==> config.mk <==
export PLATFORM = sky130hd
export DESIGN_NAME = seg_xlate
export DESIGN_NICKNAME = d
export VERILOG_FILES = /design/src/rtl/seg_xlate_pkg.sv /design/src/rtl/seg_xlate_ctrl.sv /design/src/rtl/seg_xlate_dp.sv /design/src/rtl/seg_xlate.sv
export SDC_FILE = /design/constraint.sdc
export NUM_CORES = 1
export LEC_CHECK = 0
export ABC_CLOCK_PERIOD_IN_PS = 14000
export BUFFER_PORTS_ARGS = -buffer_cell sky130_fd_sc_hd__buf_2
export CAP_MARGIN = 20
export CORE_MARGIN = 2
export CORE_UTILIZATION = 45
export CTS_BUF_LIST = sky130_fd_sc_hd__clkbuf_4
export CTS_CLUSTER_DIAMETER = 150
export DETAILED_ROUTE_END_ITERATION = 10
export PLACE_DENSITY = 0.65
export SLEW_MARGIN = 15
export SYNTH_ARGS = -nofsm -noshare
export SYNTH_HDL_FRONTEND = slang
export SYNTH_HIERARCHICAL = 1
export SYNTH_SLANG_ARGS = --single-unit
==> constraint.sdc <==
create_clock -name clk -period 14 [get_ports clk]
set_clock_uncertainty 0.15 [all_clocks]
set_input_delay 2.8 -clock clk [delete_from_list [all_inputs] [get_ports clk]]
set_output_delay 2.8 -clock clk [all_outputs]
set_load 0.01 [all_outputs]
==> src/rtl/seg_xlate_pkg.sv <==
package seg_xlate_pkg;
  // Strobes passed from control to datapath each cycle.
  typedef struct packed {
    logic loadEntry;  // store wr* fields into the addressed entry
    logic takeReq;    // capture a translation result
  } xlateStrobes_t;
endpackage

==> src/rtl/seg_xlate_ctrl.sv <==
module seg_xlate_ctrl
  import seg_xlate_pkg::*;
(
  input  logic          clk,
  input  logic          rstN,
  input  logic          wrEn,
  input  logic          reqValid,
  output xlateStrobes_t strb,
  output logic          rspValid
);
  always_comb begin
    strb.loadEntry = wrEn;
    strb.takeReq   = reqValid;
  end

  always_ff @(posedge clk) begin
    if (!rstN) rspValid <= 1'b0;
    else       rspValid <= reqValid;
  end

  AST_RSP_NEXT_CYCLE: assert property (@(posedge clk) disable iff (!rstN)
    reqValid |=> rspValid);
  AST_RSP_QUIET: assert property (@(posedge clk) disable iff (!rstN)
    !reqValid |=> !rspValid);
endmodule

==> src/rtl/seg_xlate_dp.sv <==
module seg_xlate_dp
  import seg_xlate_pkg::*;
#(
  parameter int NUM_SEG = 8,
  parameter int OFF_W   = 12,
  parameter int ADDR_W  = 16,
  localparam int SEG_W  = (NUM_SEG > 1) ? $clog2(NUM_SEG) : 1,
  localparam int LIM_W  = OFF_W + 1
)(
  input  logic              clk,
  input  logic              rstN,
  input  xlateStrobes_t     strb,
  input  logic [SEG_W-1:0]  wrSeg,
  input  logic [ADDR_W-1:0] wrBase,
  input  logic [LIM_W-1:0]  wrLimit,
  input  logic              wrValid,
  input  logic [SEG_W-1:0]  reqSeg,
  input  logic [OFF_W-1:0]  reqOff,
  output logic              rspFault,
  output logic [ADDR_W-1:0] rspAddr
);
  localparam int SUM_W = ADDR_W + 1;

  logic [ADDR_W-1:0] baseQ  [NUM_SEG];
  logic [LIM_W-1:0]  limitQ [NUM_SEG];
  logic [NUM_SEG-1:0] validQ;

  // One register set per table entry.
  for (genvar g = 0; g < NUM_SEG; g++) begin : gEntry
    always_ff @(posedge clk) begin
      if (!rstN) begin
        validQ[g] <= 1'b0;
        baseQ[g]  <= '0;
        limitQ[g] <= '0;
      end else if (strb.loadEntry && (int'(wrSeg) == g)) begin
        validQ[g] <= wrValid;
        baseQ[g]  <= wrBase;
        limitQ[g] <= wrLimit;
      end
    end
  end

  logic              segInRange, segOk, inLimit, overflow, faultNow;
  logic [ADDR_W-1:0] selBase;
  logic [LIM_W-1:0]  selLimit;
  logic [SUM_W-1:0]  sum;

  always_comb begin
    segInRange = int'(reqSeg) < NUM_SEG;
    selBase    = '0;
    selLimit   = '0;
    segOk      = 1'b0;
    if (segInRange) begin
      selBase  = baseQ[reqSeg];
      selLimit = limitQ[reqSeg];
      segOk    = validQ[reqSeg];
    end
    inLimit  = {1'b0, reqOff} < selLimit;
    sum      = {1'b0, selBase} + SUM_W'(reqOff);
    overflow = sum[ADDR_W];
    faultNow = !segOk || !inLimit || overflow;
  end

  always_ff @(posedge clk) begin
    if (!rstN) begin
      rspFault <= 1'b0;
      rspAddr  <= '0;
    end else if (strb.takeReq) begin
      rspFault <= faultNow;
      rspAddr  <= faultNow ? '0 : sum[ADDR_W-1:0];
    end
  end

  AST_INVALID_FAULTS: assert property (@(posedge clk) disable iff (!rstN)
    (strb.takeReq && !segOk) |=> rspFault);
  AST_LIMIT_FAULTS: assert property (@(posedge clk) disable iff (!rstN)
    (strb.takeReq && ({1'b0, reqOff} >= selLimit)) |=> rspFault);
  AST_NO_OVERFLOW: assert property (@(posedge clk) disable iff (!rstN)
    (strb.takeReq && overflow) |=> rspFault);
  AST_FAULT_ZERO_ADDR: assert property (@(posedge clk) disable iff (!rstN)
    rspFault |-> (rspAddr == '0));
  AST_WRITE_NEXT: assert property (@(posedge clk) disable iff (!rstN)
    (strb.loadEntry && (int'(wrSeg) < NUM_SEG)) |=> (validQ[$past(wrSeg)] == $past(wrValid)));
endmodule

==> src/rtl/seg_xlate.sv <==
module seg_xlate
  import seg_xlate_pkg::*;
#(
  parameter int NUM_SEG = 8,
  parameter int OFF_W   = 12,
  parameter int ADDR_W  = 16,
  localparam int SEG_W  = (NUM_SEG > 1) ? $clog2(NUM_SEG) : 1
)(
  input  logic              clk,
  input  logic              rstN,
  input  logic              wrEn,
  input  logic [SEG_W-1:0]  wrSeg,
  input  logic [ADDR_W-1:0] wrBase,
  input  logic [OFF_W:0]    wrLimit,
  input  logic              wrValid,
  input  logic              reqValid,
  input  logic [SEG_W-1:0]  reqSeg,
  input  logic [OFF_W-1:0]  reqOff,
  output logic              rspValid,
  output logic              rspFault,
  output logic [ADDR_W-1:0] rspAddr
);
  xlateStrobes_t strb;

  seg_xlate_ctrl uCtrl (
    .clk(clk), .rstN(rstN), .wrEn(wrEn), .reqValid(reqValid),
    .strb(strb), .rspValid(rspValid)
  );

  seg_xlate_dp #(.NUM_SEG(NUM_SEG), .OFF_W(OFF_W), .ADDR_W(ADDR_W)) uDp (
    .clk(clk), .rstN(rstN), .strb(strb),
    .wrSeg(wrSeg), .wrBase(wrBase), .wrLimit(wrLimit), .wrValid(wrValid),
    .reqSeg(reqSeg), .reqOff(reqOff),
    .rspFault(rspFault), .rspAddr(rspAddr)
  );
endmodule

==> flow_summary.yaml <==
finish:
  fin_area_um2: 13900
  fin_nets: 1014
  fin_util: 0.519
  drive_gt1_frac: 0.306
  fin_cells: 1332
  area_delta_synth_final_pct: 14.0
power_and_ir_drop:
  irDropWorstVdd_mv: 0.0459
  seqPwrFrac: 0.506
  combPwrFrac: 0.112
  power.density_nw_per_um2: 128
  power_switching_uw: 430
  power.share.clock: 0.382
  p_sw_frac: 0.242
  power_mw: 1.78
  p_int_mw: 1.35
  leakage_nw: 5.16
die:
  core_area_um2: 26800
  initial_core_util: 0.455
  fp.dieW_um: 169
  die_h_um: 169
  fp.dieArea_um2: 28400
  io_pins: 70
  rows: 60
outcome:
  status: "complete, no violations"
place:
  post_dp_cell_area_um2: 13000
  place_ws_ns: 6.86
  gp_congestion: 0.786
  io_buffer_count: 69
  dp.cells: 1206
  hpwl_um: 17100
worst_setup_path:
  cp-end-kind: "flop"
  crit_chain: "buf_4 -> buf_4 -> mux4_2 -> mux2i_1 -> ha_1 -> a21oi_1 -> a31oi_1 -> a2111oi_0 -> o21ai_1 -> a21oi_4 -> o311ai_4 -> o31ai_1"
  path_buf_inv: 2
  reg2reg_slack_ns: 10.38
  arrival_ns: 6.92
  crit_type: "input port to flop"
  cp_top_family: "compound AO/OA/AOI/OAI gates"
  max_stage_delay_ns: 0.60
  path_common_cell: "buf_4"
  crit_required_ns: 14.40
  startpoint_type: "input port"
  cp_max_fo: 30
  cpMaxStageDelayCell: "buf_4"
logic_synthesis:
  synth_compound_area_frac: 0.0438
  syn-num-nets: 909
  synth_top_family_by_area: "simple AND/OR/NAND/NOR gates"
  synthSimpleGateAreaFrac: 0.149
  synth_cell_types: 51
  ys_warn_count: 6
  synth-xor-area-share: 0.00862
  synth_adder_area_share: 0.0252
  synth_seq_area_share: 0.614
  synth.avg_cell_area_um2: 14.6
  synth_top_area_frac: 0.571
  synth.area.mux_share: 0.137
  synthesis.area_um2: 12200
  synth_seq_cells: 258
  synth_largest_area_cell: "edfxtp_1"
  synth_area_leaders: "edfxtp_1 (57%), and2_1 (12%), mux4_2 (11%), dfxtp_1 (4.3%), ha_1 (2.4%)"
  synthesis.instances: 833
cts:
  root_buffer: "clkbuf_4"
  ctsResizeCount: 0
  cts_tree: "built"
  insertion_delay_ns: 0.65
  hold_buffers: 0
  clk_pin_slew_ns: 0.06
  numClockSinks: 258
  postCtsSetupBuffers: 0
  cts_made_buffers: 71
  htree_levels: 3
  clockBufferDepth: 3
timing:
  drv_slew: 0
  hold_slack_ns: 0.291
  rsz0062_at_grt: "false"
  final-hold-violation-count: 0
  worstMarginPinSlew_ns: 1.03
  timing.slew.headroom: 0.313
  finalCriticalPeriod_ns: 6.52
  fmax_mhz: 153
  setup_ws_ns: 7.48
  fin_crit_sh: 0.466
  fin_setup_tns_ns: 0
  setup_viol: 0
drt:
  routed_via_density: 5.39
  drt-total-wl_um: 29400
  vias: 7182
  drc: 0
  drt_iter0_drc: 636
  dr.pass1.iters: 5
  post_drt_wl_per_cell_um: 22.1
  drtAntennaViolNets: 0
flow_run:
  cap_violations: 0
global_route:
  antenna_found_initial: 2
  overflow: 0
  grtUsageTotal: 0.215
  grt_first_pass_wirelength_um: 45000
  grt_max_degree: 36
  grt_pass1_vias: 7592
hold_path:
  hold_class: "flop to flop"
path summary, 6_finish.rpt:
path                                 start                            to  cells after the start
max                              reqSeg[0]  uDp/rspAddr[10]$_SDFFE_PN0P_                     12
min           uDp/rspAddr[15]$_SDFFE_PN0P_  uDp/rspAddr[15]$_SDFFE_PN0P_                      2
max reg2reg  uDp/baseQ[7][5]$_SDFFCE_PN0P_  uDp/rspAddr[10]$_SDFFE_PN0P_                     10
min reg2reg   uDp/rspAddr[15]$_SDFFE_PN0P_  uDp/rspAddr[15]$_SDFFE_PN0P_                      2
final cells by class:
type / instances / area [um2]
fill: 2235 / 12900
sequential: 258 / 7490
multi-input combinational: 510 / 4580
clock buffer: 111 / 833
timing repair buffer: 80 / 430
tap: 341 / 427
clock inverter: 12 / 73.8
inverter: 17 / 63.8
antenna: 3 / 7.51
routing by layer:
layer	track usage	share of wire
met1	0.310	0.46
met2	0.332	0.46
met3	0.0482	0.070
met4	0.0618	0.013
met5	0	0
synth_stat cells (all sizes together):
cell type / count
o311ai: 1
nor2b: 4
a2111oi: 2
or3b: 1
o21ai: 38
a31o: 1
o2111ai: 2
or2: 3
mux2: 13
o211a: 1
nand2: 37
a31oi: 1
a21oi: 10
o22ai: 1
xor2: 5
or3: 2
fa: 1
a21o: 3
nand3b: 2
ha: 23
dfxtp: 26
nand3: 5
o21a: 5
a22oi: 1
o211ai: 1
a221o: 1
o31ai: 4
xnor2: 7
clkbuf: 33
a311oi: 1
a211oi: 1
nor3b: 1
mux4: 60
nor3: 4
buf: 15
nor2: 11
o22a: 1
mux2i: 16
nand4: 1
edfxtp: 232
and2: 234
inv: 17
nand2b: 5
kinds of logic after synthesis:
kind of cell    Yosys count
compound gates           75
xor+xnor                 12
fa+ha+maj                24
buf+inv                  65
flops                   258
mux                      89
simple gates            310
worst register-to-register path: cells and delay by family, from the launching register on:
| family | cells | cell delay [ns] |
|---|---|---|
| AO/OA/AOI/OAI | 7 | 1.80 |
| adder cells (fa/ha/maj) | 1 | 0.38 |
| flip-flops | 1 | 0.38 |
| multiplexers | 2 | 0.75 |
registers in the layout, summed over array words and instances, names as in the netlist:
signal and flops:
uDp/validQ 8, uDp/rspAddr 16, uCtrl/rspValid 1, uDp/limitQ 104, uDp/rspFault 1, uDp/baseQ 128
placed cells by master (no fill, tap or decap), types with 5 or more instances in the layout:
cell and n:
and2_1 234, edfxtp_1 232, clkbuf_4 111, buf_2 68, mux4_2 57, nand2_1 37
dfxtp_1 26, ha_1 23, inv_1 17, mux2i_1 16, o21ai_0 14, mux2_2 13
buf_4 12, o21ai_2 10, a21oi_1 9, o21ai_4 8, nor2_4 8, xnor2_1 7
clkinv_1 6, o21ai_1 6, nand3_1 5, o21a_1 5, nand2b_1 5, xor2_1 5
power by group through the flow:
stage	logic, mW	clock network, mW	registers [mW]
after global placement	0.198	0	0.914
after global routing	0.217	0.736	0.902
after detailed placement	0.200	0	0.915
after CTS	0.201	0.694	0.899
after floorplan	0.134	0	0.911
final	0.199	0.678	0.899
Note: power is estimated with default switching activity, not from simulation.
